**src/rtl/pls_pkg.sv**
```systemverilog
package pls_pkg;
  typedef enum logic [2:0] {
    PH_IDLE,
    PH_GATE,
    PH_RAIL,
    PH_PRECHG,
    PH_FREQ,
    PH_UNGATE,
    PH_DWELL
  } phase_e;
endpackage

```
**src/rtl/pls_lvl_select.sv**
```systemverilog
module pls_lvl_select #(
  parameter int LVL_W  = 2,
  parameter int LOAD_W = 16
) (
  input  logic                                 clk_i,
  input  logic                                 rst_ni,
  input  logic                                 tick_i,
  input  logic [LOAD_W-1:0]                    load_i,
  input  logic [((1<<LVL_W)-1)*LOAD_W-1:0]     thr_i,
  output logic [LVL_W-1:0]                     tgt_o
);
  localparam int NUM_THR = (1 << LVL_W) - 1;

  logic [NUM_THR-1:0] above;
  logic [LVL_W-1:0]   tgt_d, tgt_q;

  for (genvar gi = 0; gi < NUM_THR; gi++) begin : g_cmp
    assign above[gi] = load_i >= thr_i[gi*LOAD_W +: LOAD_W];
  end

  always_comb begin
    tgt_d = '0;
    for (int i = 0; i < NUM_THR; i++) tgt_d = tgt_d + LVL_W'(above[i]);
  end

  always_ff @(posedge clk_i or negedge rst_ni) begin
    if (!rst_ni)     tgt_q <= '0;
    else if (tick_i) tgt_q <= tgt_d;
  end

  assign tgt_o = tgt_q;

  assert_tgt_on_tick_R2: assert property (@(posedge clk_i) disable iff (!rst_ni)
    !$stable(tgt_q) |-> $past(tick_i));
endmodule

```
**src/rtl/pls_timer.sv**
```systemverilog
module pls_timer #(
  parameter int CNT_W = 8
) (
  input  logic             clk_i,
  input  logic             rst_ni,
  input  logic             clr_i,
  input  logic [CNT_W-1:0] len_i,
  output logic             last_o
);
  logic [CNT_W-1:0] cnt_q;

  always_ff @(posedge clk_i or negedge rst_ni) begin
    if (!rst_ni)             cnt_q <= '0;
    else if (clr_i)          cnt_q <= '0;
    else if (cnt_q != '1)    cnt_q <= cnt_q + 1'b1;
  end

  // a phase lasts max(len,1) cycles
  assign last_o = ((CNT_W+1)'(cnt_q) + (CNT_W+1)'(1)) >= (CNT_W+1)'(len_i);
endmodule

```
**src/rtl/pls_step_fsm.sv**
```systemverilog
module pls_step_fsm
  import pls_pkg::*;
#(
  parameter int LVL_W = 2,
  parameter int CNT_W = 8
) (
  input  logic                  clk_i,
  input  logic                  rst_ni,
  input  logic [LVL_W-1:0]      tgt_i,
  input  logic [CNT_W-1:0]      pre_wait_i,
  input  logic [CNT_W-1:0]      lock_wait_i,
  input  logic [CNT_W-1:0]      dwell_i,
  input  logic                  pll_lock_i,
  output logic                  clk_en_o,
  output logic [(1<<LVL_W)-1:0] rail_sel_o,
  output logic [LVL_W-1:0]      freq_sel_o,
  output logic [LVL_W-1:0]      level_o,
  output logic                  busy_o
);
  localparam int NUM_LVL = 1 << LVL_W;

  phase_e               state_q, state_d;
  logic [LVL_W-1:0]     step_q, step_nxt, lvl_q, freq_q;
  logic [NUM_LVL-1:0]   rail_q;
  logic [CNT_W-1:0]     len;
  logic                 last;

  always_comb begin
    unique case (state_q)
      PH_PRECHG: len = pre_wait_i;
      PH_FREQ:   len = lock_wait_i;
      PH_DWELL:  len = dwell_i;
      default:   len = '0;
    endcase
  end

  pls_timer #(.CNT_W(CNT_W)) u_timer (
    .clk_i  (clk_i),
    .rst_ni (rst_ni),
    .clr_i  (state_d != state_q),
    .len_i  (len),
    .last_o (last)
  );

  assign step_nxt = (tgt_i > lvl_q) ? lvl_q + 1'b1 : lvl_q - 1'b1;

  always_comb begin
    state_d = state_q;
    unique case (state_q)
      PH_IDLE:   if (tgt_i != lvl_q)       state_d = PH_GATE;
      PH_GATE:                             state_d = PH_RAIL;
      PH_RAIL:                             state_d = PH_PRECHG;
      PH_PRECHG: if (last)                 state_d = PH_FREQ;
      PH_FREQ:   if (pll_lock_i || last)   state_d = PH_UNGATE;
      PH_UNGATE:                           state_d = PH_DWELL;
      PH_DWELL:  if (last)                 state_d = PH_IDLE;
      default:                             state_d = PH_IDLE;
    endcase
  end

  always_ff @(posedge clk_i or negedge rst_ni) begin
    if (!rst_ni) begin
      state_q <= PH_IDLE;
      step_q  <= '0;
      lvl_q   <= '0;
      freq_q  <= '0;
      rail_q  <= NUM_LVL'(1);
    end else begin
      state_q <= state_d;
      if (state_q == PH_IDLE && state_d == PH_GATE) step_q <= step_nxt;
      if (state_q == PH_GATE)                       rail_q <= NUM_LVL'(1) << step_q;
      if (state_q == PH_PRECHG && state_d == PH_FREQ) freq_q <= step_q;
      if (state_q == PH_UNGATE)                     lvl_q  <= step_q;
    end
  end

  assign clk_en_o   = !(state_q inside {PH_GATE, PH_RAIL, PH_PRECHG, PH_FREQ});
  assign busy_o     = state_q != PH_IDLE;
  assign rail_sel_o = rail_q;
  assign freq_sel_o = freq_q;
  assign level_o    = lvl_q;

  assert_rail_onehot_R4: assert property (@(posedge clk_i) disable iff (!rst_ni)
    $countones(rail_sel_o) == 1);
  assert_rail_gated_R4: assert property (@(posedge clk_i) disable iff (!rst_ni)
    !$stable(rail_sel_o) |-> !clk_en_o);
  assert_freq_gated_R5: assert property (@(posedge clk_i) disable iff (!rst_ni)
    !$stable(freq_sel_o) |-> !clk_en_o);
  assert_level_single_step_R7: assert property (@(posedge clk_i) disable iff (!rst_ni)
    !$stable(lvl_q) |-> ((int'(lvl_q) - int'($past(lvl_q)) == 1) ||
                         (int'(lvl_q) - int'($past(lvl_q)) == -1)));
  assert_busy_when_gated_R8: assert property (@(posedge clk_i) disable iff (!rst_ni)
    !clk_en_o |-> busy_o);
endmodule

```
**src/rtl/pwr_level_seq.sv**
```systemverilog
module pwr_level_seq #(
  parameter int LVL_W  = 2,
  parameter int LOAD_W = 16,
  parameter int CNT_W  = 8
) (
  input  logic                              clk_i,
  input  logic                              rst_ni,
  input  logic                              tick_i,
  input  logic [LOAD_W-1:0]                 load_i,
  input  logic [((1<<LVL_W)-1)*LOAD_W-1:0]  thr_i,
  input  logic [CNT_W-1:0]                  pre_wait_i,
  input  logic [CNT_W-1:0]                  lock_wait_i,
  input  logic [CNT_W-1:0]                  dwell_i,
  input  logic                              pll_lock_i,
  output logic                              clk_en_o,
  output logic [(1<<LVL_W)-1:0]             rail_sel_o,
  output logic [LVL_W-1:0]                  freq_sel_o,
  output logic [LVL_W-1:0]                  level_o,
  output logic                              busy_o
);
  logic [LVL_W-1:0] tgt;

  pls_lvl_select #(.LVL_W(LVL_W), .LOAD_W(LOAD_W)) u_sel (
    .clk_i  (clk_i),
    .rst_ni (rst_ni),
    .tick_i (tick_i),
    .load_i (load_i),
    .thr_i  (thr_i),
    .tgt_o  (tgt)
  );

  pls_step_fsm #(.LVL_W(LVL_W), .CNT_W(CNT_W)) u_fsm (
    .clk_i       (clk_i),
    .rst_ni      (rst_ni),
    .tgt_i       (tgt),
    .pre_wait_i  (pre_wait_i),
    .lock_wait_i (lock_wait_i),
    .dwell_i     (dwell_i),
    .pll_lock_i  (pll_lock_i),
    .clk_en_o    (clk_en_o),
    .rail_sel_o  (rail_sel_o),
    .freq_sel_o  (freq_sel_o),
    .level_o     (level_o),
    .busy_o      (busy_o)
  );
endmodule

```
**config.mk**
```make
export PLATFORM = sky130hd
export DESIGN_NAME = pwr_level_seq
export DESIGN_NICKNAME = d
export VERILOG_FILES = /design/src/rtl/pls_pkg.sv /design/src/rtl/pls_lvl_select.sv /design/src/rtl/pls_timer.sv /design/src/rtl/pls_step_fsm.sv /design/src/rtl/pwr_level_seq.sv
export SDC_FILE = /design/constraint.sdc
export NUM_CORES = 1
export LEC_CHECK = 0
export ABC_AREA = 1
export BUFFER_PORTS_ARGS = -buffer_cell sky130_fd_sc_hd__buf_2
export CORE_MARGIN = 2
export CORE_UTILIZATION = 45
export CTS_CLUSTER_SIZE = 30
export DETAILED_ROUTE_END_ITERATION = 12
export PLACE_DENSITY = 0.83
export SETUP_SLACK_MARGIN = 0.1
export SLEW_MARGIN = 20
export SYNTH_ARGS = -nofsm -noshare
export SYNTH_HDL_FRONTEND = slang
export SYNTH_SLANG_ARGS = --single-unit
```
**constraint.sdc**
```tcl
create_clock -name clk_i -period 2.94 [get_ports clk_i]
set_input_delay 0 -clock clk_i [delete_from_list [all_inputs] [get_ports clk_i]]
set_output_delay 0 -clock clk_i [all_outputs]
set_load 0.02 [all_outputs]
```
== Word level (Yosys, flattened, before mapping) ==
Cells that the tools add are included.

* Bits in registers: 23
* Bits in latches: 0
* RAM bits: 0
* ROM bits: 0
* Output and inout port bits: 10
* Memories kept: 0

* Add/sub/neg operators: 6
* Multiply operators: 0
* Divide/modulo/power cells: 0
* Order comparisons: 5
* Equality and inequality tests: 11
* Shifts and indexed selects: 1
* Mux-type cells: 9
* Bitwise logic cells: 0
* Reductions and logical operators: 8

{| class="wikitable"
|+ Operators with widths
! kind !! count
|-
| $ge 16x16->1 || 3
|-
| $pmux 8 s3 || 1
|-
| $pmux 3 s7 || 1
|-
| $mux 8 || 2
|-
| $eq 3x3->1 const B || 4
|-
| $mux 3 || 4
|-
| $add 8x1->9 const B || 1
|-
| $ge 9x8->1 || 1
|-
| $add 8x1->8 const B || 1
|-
| $ne 8x8->1 const B || 1
|-
| $eq 3x1->1 const B || 2
|-
| $eq 3x2->1 const B || 2
|-
| $reduce_bool 4->1 || 1
|-
| $shl 1x2->4 const A || 1
|-
| $logic_not 3->1 || 1
|-
| $ne 3x3->1 || 1
|-
| $reduce_bool 3->1 || 1
|-
| $add 1x1->2 || 1
|-
| $add 2x1->2 || 1
|-
| $add 2x1->2 const B || 1
|-
| $gt 2x2->1 || 1
|-
| $logic_and 1x1->1 || 2
|-
| $mux 2 || 1
|-
| $ne 2x2->1 || 1
|-
| 4 further kinds || 4
|}

== Longest topological paths before layout ==
Gate-level depths: netlist of the first run.

* Depth in word-level cells: 8
* Depth in mapped cells: 21
* Gate-level depth less buffers: 20

== Modules after synthesis ==
Synthesis of the first run repeated with hierarchy kept, for this count alone.

* Cell total of the unflattened synthesis: 433
* Area total of the unflattened synthesis: 2902.8 µm²

{| class="wikitable"
|+ Modules (own cells, without submodules)
! module !! times used !! cells an instance !! area each (µm²) !! seq. area each (µm²)
|-
| pls_lvl_select || 1 || 216 || 1363.8 || 50.0
|-
| pls_step_fsm || 1 || 125 || 868.3 || 326.6
|-
| pls_timer || 1 || 92 || 670.6 || 200.2
|}

== Worst setup path after synthesis of the first run ==
Ideal clock, no wire load.

* Kind: register -> register
* Start point: register u_fsm.state_q[0]
* End point: register u_fsm.u_timer.cnt_q[0]
* Setup time: 0.121 ns
* Arrival: 2.217 ns
* Required time: 2.819 ns
* Setup slack: 0.602 ns
* Stages on the path, launching flop included: 19
* Path buffers: 1
* Cells stage by stage: dfrtp_1 > buf_6 > nor3_2 > a22o_1 > a21oi_1 > ha_1 > nand2_1 > nor2_1 > nand2_1 > nand3_1 > nand2_1 > nand2_1 > nand2_1 > nand3b_1 > nand2_2 > nand2_4 > nand2_4 > nand2_8 > nor2_2

* Cells in the longest elaborated chain, start to end: 8
* Elaborated cells on any way between the ends: 18
* Those cells by class: 1 x order compare; 7 x eq/ne; 7 x mux; 3 x reduce/logical

{| class="wikitable"
|+ Ends and longest elaborated chain
! item !! line !! source
|-
| start: declaration || pls_step_fsm.sv:22 || <nowiki>phase_e state_q, state_d;</nowiki>
|-
| start signal: assignment || pls_step_fsm.sv:69 || <nowiki>state_q <= state_d;</nowiki>
|-
| $eq 3x3->1 or $eq 3x2->1 (tied branches) || pls_step_fsm.sv:29, pls_step_fsm.sv:49 ||
|-
| $pmux 8 s3 || pls_step_fsm.sv:29 || <nowiki>unique case (state_q)</nowiki>
|-
| $ge 9x8->1 || pls_timer.sv:19 || <nowiki>assign last_o = ((CNT_W+1)'(cnt_q) + (CNT_W+1)'(1)) >= (CNT_W+1)'(len_i);</nowiki>
|-
| $logic_or 1x1->1 || pls_step_fsm.sv:54 || <nowiki>PH_FREQ: if (pll_lock_i || last) state_d = PH_UNGATE;</nowiki>
|-
| $mux 3 || pls_step_fsm.sv:54 ||
|-
| $pmux 3 s7 * || pls_step_fsm.sv:49 || <nowiki>unique case (state_q)</nowiki>
|-
| net u_fsm.state_d[0] || pls_step_fsm.sv:22 ||
|-
| $ne 3x3->1 * || pls_step_fsm.sv:40 || <nowiki>.clr_i (state_d != state_q),</nowiki>
|-
| $mux 8 or $reduce_bool 2->1 (tied branches) || n/a ||
|-
| end signal: assignment || pls_timer.sv:15 || <nowiki>else if (cnt_q != '1) cnt_q <= cnt_q + 1'b1;</nowiki>
|-
| end: declaration || pls_timer.sv:10 || <nowiki>logic [CNT_W-1:0] cnt_q;</nowiki>
|}

Mark *: on every way through the listed nets, which the timed path passes. The rest lies on a longest branch.
A chain may end at the register's enable or synchronous reset.

== Worst setup path after layout of the first run ==
* Start point: register u_fsm.state_q[1]
* End point: register u_fsm.u_timer.cnt_q[3]

* Cells in the longest elaborated chain, start to end: 8
* Elaborated cells on any way between the ends: 18
* Those cells by class: 1 x order compare; 7 x eq/ne; 7 x mux; 3 x reduce/logical

{| class="wikitable"
|+ Ends and longest elaborated chain
! item !! line
|-
| $eq 3x3->1 or $eq 3x2->1 (tied branches) || pls_step_fsm.sv:29, pls_step_fsm.sv:49
|-
| $pmux 8 s3 || pls_step_fsm.sv:29
|-
| $ge 9x8->1 || pls_timer.sv:19
|-
| $logic_or 1x1->1 || pls_step_fsm.sv:54
|-
| $mux 3 || pls_step_fsm.sv:54
|-
| $pmux 3 s7 || pls_step_fsm.sv:49
|-
| $ne 3x3->1 * || pls_step_fsm.sv:40
|-
| $mux 8 or $reduce_bool 2->1 (tied branches) || n/a
|}

Mark *: on every way between the ends. The rest lies on a longest branch, timed or not.

==> metrics.yaml, run 1 <==
endpoint_type_of_the_worst_setup_path: "register"
die_height_um: 82.6
period_share_pct: 88.3
finalWirelength_mm: 6.57
max_cap_violations: 0
grt_use_total_pct: 20.0
p_sw_share_pct: 50.0
vias: 2747
layout.cells.most_common_list: "sky130_fd_sc_hd__buf_2, sky130_fd_sc_hd__inv_1, sky130_fd_sc_hd__nand2_1"
cts_max_path_buffers: 2
synth_cells: 370
power.combinational.fraction_pct: 64.7
cts-htree-levels: 1
finalMaxSlewViolations: 0
worst_ir_drop_vdd_v: 0.000506
clock_tree_root_buffer_cell: "sky130_fd_sc_hd__clkbuf_8"
postSynthRegisterBits: 23
vias_in_the_first_global_route: 2710
floorplan.core_area_um2: 5960
final.min_clock_period_ns: 2.60
timing.final.hold_violations: 0
final_antenna_net_count: 0
path_class: "register to register"
switchingPower_mw: 1.03
synth_enable_flop_cells: 0
worst_clock_skew_ns: 0.00431
setup_total_negative_slack_ns: 0
mostFrequentLayoutCell: "sky130_fd_sc_hd__buf_2"
sequentialPowerShare_pct: 25.8
filler_cell_count: 556
clkLatencyLatePin_ns: 0.26
ys.warnings.count: 0
cts_tree: "done"
nets: 634
worst_ep_arrival_time_ns: 2.80
clock_power_share_pct: 9.4
setup-violations-final: 0
yosys.cell_types.count: 37
fmax_ghz: 0.385
reg_clk_slew_reported_paths_ns: 0.08
numCtsBuffers: 3
placement.io_buffers: 101
syn_area_per_cell_um2: 7.52
num_io_pins: 102
fp.dieW_um: 82.6
whs_ns: 0.0960
kind_of_path_behind_the_tightest_hold_check: "input port to register"
grt_antenna_before_repair: 0
timing.critical_path.from_type: "register"
p_per_area_nw_per_um2: 592
grt_start_max_net_pins: 24
top_flip_flop_cell_by_instance_count_after_synthesis: "sky130_fd_sc_hd__dfrtp_1"
synth-seq-area-share_pct: 20.7
drt_pre_antenna_iters: 4
routed_via_density: 4.94
antenna_cells: 0
drive_above_1_share_pct: 29.5
drt_iter0_drc: 93
setup_repair_after_global_routing_missed_its_margin: "no"
remaining_drc_errors: 0
initial_core_util_pct: 46.7
slew_headroom_pct: 65.6
critical_path_peak_fanout: 8
synthToLayoutAreaGrowth_pct: 25.4
leakage_power_figure_nw: 2.05
row_count: 28
die_area_um2: 6830
grt_pass1_wl_mm: 10.8
globalRoute.totalOverflow: 0
routabilityCongestion: 0.827
postSynthNetCount: 522
cellInternalPower_mw: 1.03
status: "completed"
syn_area_um2: 2780
critPathRequiredTime_ns: 3.14
wl_per_cell_um: 11.8
postSynth.asyncResetShare_pct: 100
worstMarginPinSlew_ns: 0.515
clock_sinks: 23
dp_hpwl_mm: 5.81
==> final timing paths <==
path	startpoint	to	slack, ns	depth (start not counted)
setup / recovery	u_fsm.state_q[1]	u_fsm.u_timer.cnt_q[3]	0.34	19
hold / removal	pll_lock_i	u_fsm.state_q[0]	0.1	4
setup reg to reg	u_fsm.state_q[1]	u_fsm.u_timer.cnt_q[3]	0.34	19
hold reg to reg	u_fsm.rail_sel_o[0]	u_fsm.rail_sel_o[0]	0.49	2
max in group asynchronous	rst_ni	u_fsm.state_q[0]	2.33	2
min in group asynchronous	rst_ni	u_fsm.state_q[2]	0.24	2
==> cell type report <==
cell class | instances | area (um2) | share of cell area [%]
Multi-Input combinational cell | 268 | 1900 | 54.6
Sequential cell | 23 | 579 | 16.6
Tap cell | 75 | 93.8 | 2.69
Timing Repair Buffer | 109 | 571 | 16.4
Clock buffer | 4 | 45.0 | 1.29
Inverter | 77 | 295 | 8.47
==> kinds of logic (layout without fill, tap and decap cells) <==
family / after synthesis / in the layout / share of synthesized area [%]
AO/OA/AOI/OAI: 67 / 67 / 13.5
AND/OR/NAND/NOR: 130 / 131 / 23.7
XOR/XNOR: 8 / 8 / 2.52
adder cells (fa/ha/maj): 60 / 60 / 27.3
flip-flops: 23 / 23 / 20.7
multiplexers: 2 / 2 / 0.765
buffers and inverters: 80 / 190 / 11.5
==> cell usage after synthesis (5+ instances only) <==
master	instances	area, um2
sky130_fd_sc_hd__inv_1	74	278
sky130_fd_sc_hd__a21oi_1	35	175
sky130_fd_sc_hd__nand2_1	63	236
sky130_fd_sc_hd__o21ai_0	17	85.1
sky130_fd_sc_hd__xnor2_1	5	43.8
sky130_fd_sc_hd__nor2_1	16	60.1
sky130_fd_sc_hd__nand3_1	16	80.1
sky130_fd_sc_hd__nor3_1	6	30.0
sky130_fd_sc_hd__dfrtp_1	22	551
sky130_fd_sc_hd__nor2_2	8	50.1
sky130_fd_sc_hd__ha_1	59	738
sky130_fd_sc_hd__a22o_1	7	61.3
==> sequential cells by signal (all words and copies together), names as in the netlist <==
register / cells
u_fsm.state_q: 3
u_fsm.u_timer.cnt_q: 8
u_fsm.rail_sel_o: 4
u_fsm.step_q: 2
u_sel.tgt_o: 2
u_fsm.freq_sel_o: 2
u_fsm.level_o: 2
==> per-stage QoR <==
step	power (mW)	utilization, %	cells	cell area [um2]	setup WS (ns)
after global routing	2.28	58.6	556	3490	0.0991
after floorplan	1.50	-	370	2780	0.602
after detailed placement	1.83	56.6	545	3370	0.227
after CTS	2.04	57.7	551	3440	0.213
after global placement	1.78	56.6	545	3370	0.364
final	2.06	58.6	556	3490	0.345
==> what timing repair did <==
item,CTS,global route
setup buffers,0,4
resized for setup,0,4
setup endpoints to repair,0,12
hold buffers,2,0
hold endpoints to repair,23,0
==> power by group through the flow <==
stage | clock network [mW] | logic (mW) | registers, mW
after CTS | 0.198 | 1.32 | 0.522
after detailed placement | 0 | 1.31 | 0.528
after global placement | 0 | 1.26 | 0.525
final | 0.195 | 1.34 | 0.533
after global routing | 0.212 | 1.52 | 0.550
after floorplan | 0 | 0.947 | 0.554
==> layer usage <==
metal	vias to the layer above	GRT usage, %	share of wire [%]
met3	6	3.37	5.3
met5	-	0	0
li1	1443	-	-
met4	0	3.61	0.81
met1	1223	23.5	44
met2	75	37.9	50
==> worst max-delay path, cell delays in order, from the launching register on <==
cell and delay [ns]:
sky130_fd_sc_hd__dfrtp_1 0.40, sky130_fd_sc_hd__inv_1 0.18, sky130_fd_sc_hd__nand2_1 0.17, sky130_fd_sc_hd__nor2_4 0.20, sky130_fd_sc_hd__a22o_1 0.17, sky130_fd_sc_hd__a21oi_1 0.05
sky130_fd_sc_hd__ha_1 0.30, sky130_fd_sc_hd__nand2_1 0.10, sky130_fd_sc_hd__inv_1 0.05, sky130_fd_sc_hd__nand2_1 0.06, sky130_fd_sc_hd__nand3_1 0.07, sky130_fd_sc_hd__nand2_1 0.06
sky130_fd_sc_hd__nand2_1 0.05, sky130_fd_sc_hd__nand2_1 0.12, sky130_fd_sc_hd__nand2_1 0.09, sky130_fd_sc_hd__o21ai_1 0.11, sky130_fd_sc_hd__nand2_2 0.10, sky130_fd_sc_hd__nand2_4 0.09
sky130_fd_sc_hd__nand2_8 0.08, sky130_fd_sc_hd__nor2_2 0.09
Power figures use the tool's default switching activity.
==> run 2, diff against run 1 <==
Settings changed: CORE_UTILIZATION 45 to 46, PLACE_DENSITY 0.83 to 0.84.
==> run 2 against run 1 <==
Effect of this change:
- clock skew grew 0.0043 ns
- critical endpoint is now u_fsm.u_timer.cnt_q[4]
- non-clock buffer count decreased by 2
- global-route usage increased by 1.0 points
- first-iteration DRC count decreased by 28%
- setup slack lost 0.0099 ns
- fmax down 0.38%
- largest cell class unchanged
- sequential share of layout area barely moved
- count of clock-buffer cells in the layout fell by 1
==> metrics.yaml, run 2 (synthesized netlist as in run 1, its figures left out) <==
fin_area_um2: 3470  # -0.43%
cell_area_after_placement_um2: 3360  # -0.22%
grt_antenna_before_repair: 0  # unchanged
floorplan.core_area_um2: 5890  # -1.2%
globalRoute.totalOverflow: 0  # unchanged
drt_pre_antenna_iters: 4  # unchanged
setup_repair_after_global_routing_missed_its_margin: "no"
cts_tree: "done"
final.min_clock_period_ns: 2.61  # +0.00985 ns
critical_path_peak_fanout: 12  # +4
grt_start_max_net_pins: 24  # unchanged
dp_slack_ns: 0.139  # -0.0884 ns
final_util_pct: 59.0  # +0.44 points
kind_of_path_behind_the_tightest_hold_check: "input port to register"
worst_clock_skew_ns: 0.00859  # +0.00429 ns
reg_clk_slew_reported_paths_ns: 0.08  # about the same
synthToLayoutAreaGrowth_pct: 24.8
leakage_power_figure_nw: 2.04  # -0.38%
path_class: "register to register"
routabilityCongestion: 0.818  # -1.2%
initial_core_util_pct: 47.3  # +0.56 points
antenna_cells: 0  # unchanged
cts-htree-levels: 1  # unchanged
largest_register: "u_fsm.u_timer.cnt_q"
period_share_pct: 88.6  # +0.34 points
max_cap_violations: 0  # unchanged
num_io_pins: 102  # unchanged
fmax_ghz: 0.384  # -0.38%
layout_setup_ws_ns: 0.335  # -0.00986 ns
dp_hpwl_mm: 5.88  # +1.1%
die_area_um2: 6680  # -2.1%
numCtsBuffers: 3  # unchanged
finalWirelength_mm: 6.69  # +1.8%
mostFrequentLayoutCell: "sky130_fd_sc_hd__buf_2"
row_count: 28  # unchanged
placement.io_buffers: 101  # unchanged
routed_via_density: 5.02  # +1.7%
slew_headroom_pct: 65.5  # -0.17 points
final_antenna_net_count: 0  # unchanged
timing.final.hold_violations: 0  # unchanged
remaining_drc_errors: 0  # unchanged
drive_above_1_share_pct: 29.3  # -0.23 points
worstMarginPinSlew_ns: 0.518  # +0.00248 ns
p_per_area_nw_per_um2: 591  # -0.13%
largest_reg_flops: 8  # unchanged
vias_in_the_first_global_route: 2773  # +2.3%
clock_tree_root_buffer_cell: "sky130_fd_sc_hd__clkbuf_8"
whs_ns: 0.121  # +0.0251 ns
grt_use_total_pct: 21.0  # +1.0 points
nets: 631  # -0.47%
worst_ir_drop_vdd_v: 0.000386  # -24%
cts_max_path_buffers: 2  # unchanged
status: "completed"
setup-violations-final: 0  # unchanged
clkLatencyLatePin_ns: 0.26  # about the same
vias: 2778  # +1.1%
grt_pass1_wl_mm: 11.2  # +4.5%
fp.dieW_um: 81.8  # -1.0%
layout.cells.most_common_list: "sky130_fd_sc_hd__buf_2, sky130_fd_sc_hd__inv_1, sky130_fd_sc_hd__nand2_1"
filler_cell_count: 542  # -2.5%
wl_per_cell_um: 12.1  # +2.3%
finalMaxSlewViolations: 0  # unchanged
timing.critical_path.from_type: "register"
setup_total_negative_slack_ns: 0  # unchanged
clock_sinks: 23  # unchanged
critPathRequiredTime_ns: 3.09  # -0.05 ns
drt_iter0_drc: 67  # -28%
endpoint_type_of_the_worst_setup_path: "register"
worst_ep_arrival_time_ns: 2.75  # -0.05 ns
die_height_um: 81.8  # -1.0%
[run 2: power by group]
group	internal [mW]	switching [mW]
Clock	0.0944	0.0957
Sequential	0.426	0.112
Combinational	0.502	0.823
[run 2: critical path, stage by stage, from the launching register on]
cell	delay (ns)
sky130_fd_sc_hd__dfrtp_2	0.50
sky130_fd_sc_hd__inv_1	0.13
sky130_fd_sc_hd__nor3_4	0.31
sky130_fd_sc_hd__a22o_1	0.18
sky130_fd_sc_hd__a21oi_1	0.05
sky130_fd_sc_hd__ha_1	0.31
sky130_fd_sc_hd__nand2_1	0.07
sky130_fd_sc_hd__nor2_1	0.11
sky130_fd_sc_hd__nand2_1	0.06
sky130_fd_sc_hd__nand3_1	0.06
sky130_fd_sc_hd__nand2_1	0.05
sky130_fd_sc_hd__nand2_1	0.05
sky130_fd_sc_hd__nand2_1	0.10
sky130_fd_sc_hd__nand2_1	0.10
sky130_fd_sc_hd__o21ai_1	0.08
sky130_fd_sc_hd__nand2_2	0.11
sky130_fd_sc_hd__nand2_4	0.07
sky130_fd_sc_hd__nand2_8	0.11
sky130_fd_sc_hd__nor2_2	0.05
[run 2: cell type report]
type | count | area [um2] | share of cell area (%)
well taps | 75 | 93.8 | 2.70
inverters | 77 | 295 | 8.50
clock buffers | 3 | 41.3 | 1.19
flip-flops and latches | 23 | 578 | 16.6
clock inverters | 1 | 5.00 | 0.144
multi-input cells | 267 | 1900 | 54.8
repair buffers | 107 | 556 | 16.0
[run 2: repair_timing]
| item | 4_1_cts | 5_1_grt |
|---|---|---|
| setup buffers | 0 | 3 |
| setup endpoints to repair | 0 | 12 |
| hold endpoints to repair | 23 | 0 |
| resized for setup | 0 | 5 |
| hold buffers | 2 | 0 |
[run 2: through the flow]
step | instances | power [mW]
final | 553 | 2.05
after global routing | 553 | 2.26
after CTS | 550 | 2.03
after detailed placement | 544 | 1.83
after global placement | 544 | 1.78
after floorplan | 370 | 1.50
[run 2: layer usage]
metal	GRT usage, %	wire [um]	share of wire, %
met5	0	0	0
met4	4.00	41	0.61
met3	2.75	413	6.2
met2	38.9	3180	48
met1	25.9	3050	46
[run 2: worst paths after layout]
| path | to | depth (start not counted) | start | slack (ns) |
|---|---|---|---|---|
| max | u_fsm.u_timer.cnt_q[4] | 18 | u_fsm.state_q[2] | 0.33 |
| min | u_fsm.state_q[0] | 4 | pll_lock_i | 0.12 |
| max reg2reg | u_fsm.u_timer.cnt_q[4] | 18 | u_fsm.state_q[2] | 0.33 |
| min reg2reg | u_fsm.rail_sel_o[0] | 2 | u_fsm.rail_sel_o[0] | 0.48 |
| max in group asynchronous | u_fsm.state_q[2] | 2 | rst_ni | 2.33 |
| min in group asynchronous | u_fsm.freq_sel_o[1] | 2 | rst_ni | 0.24 |
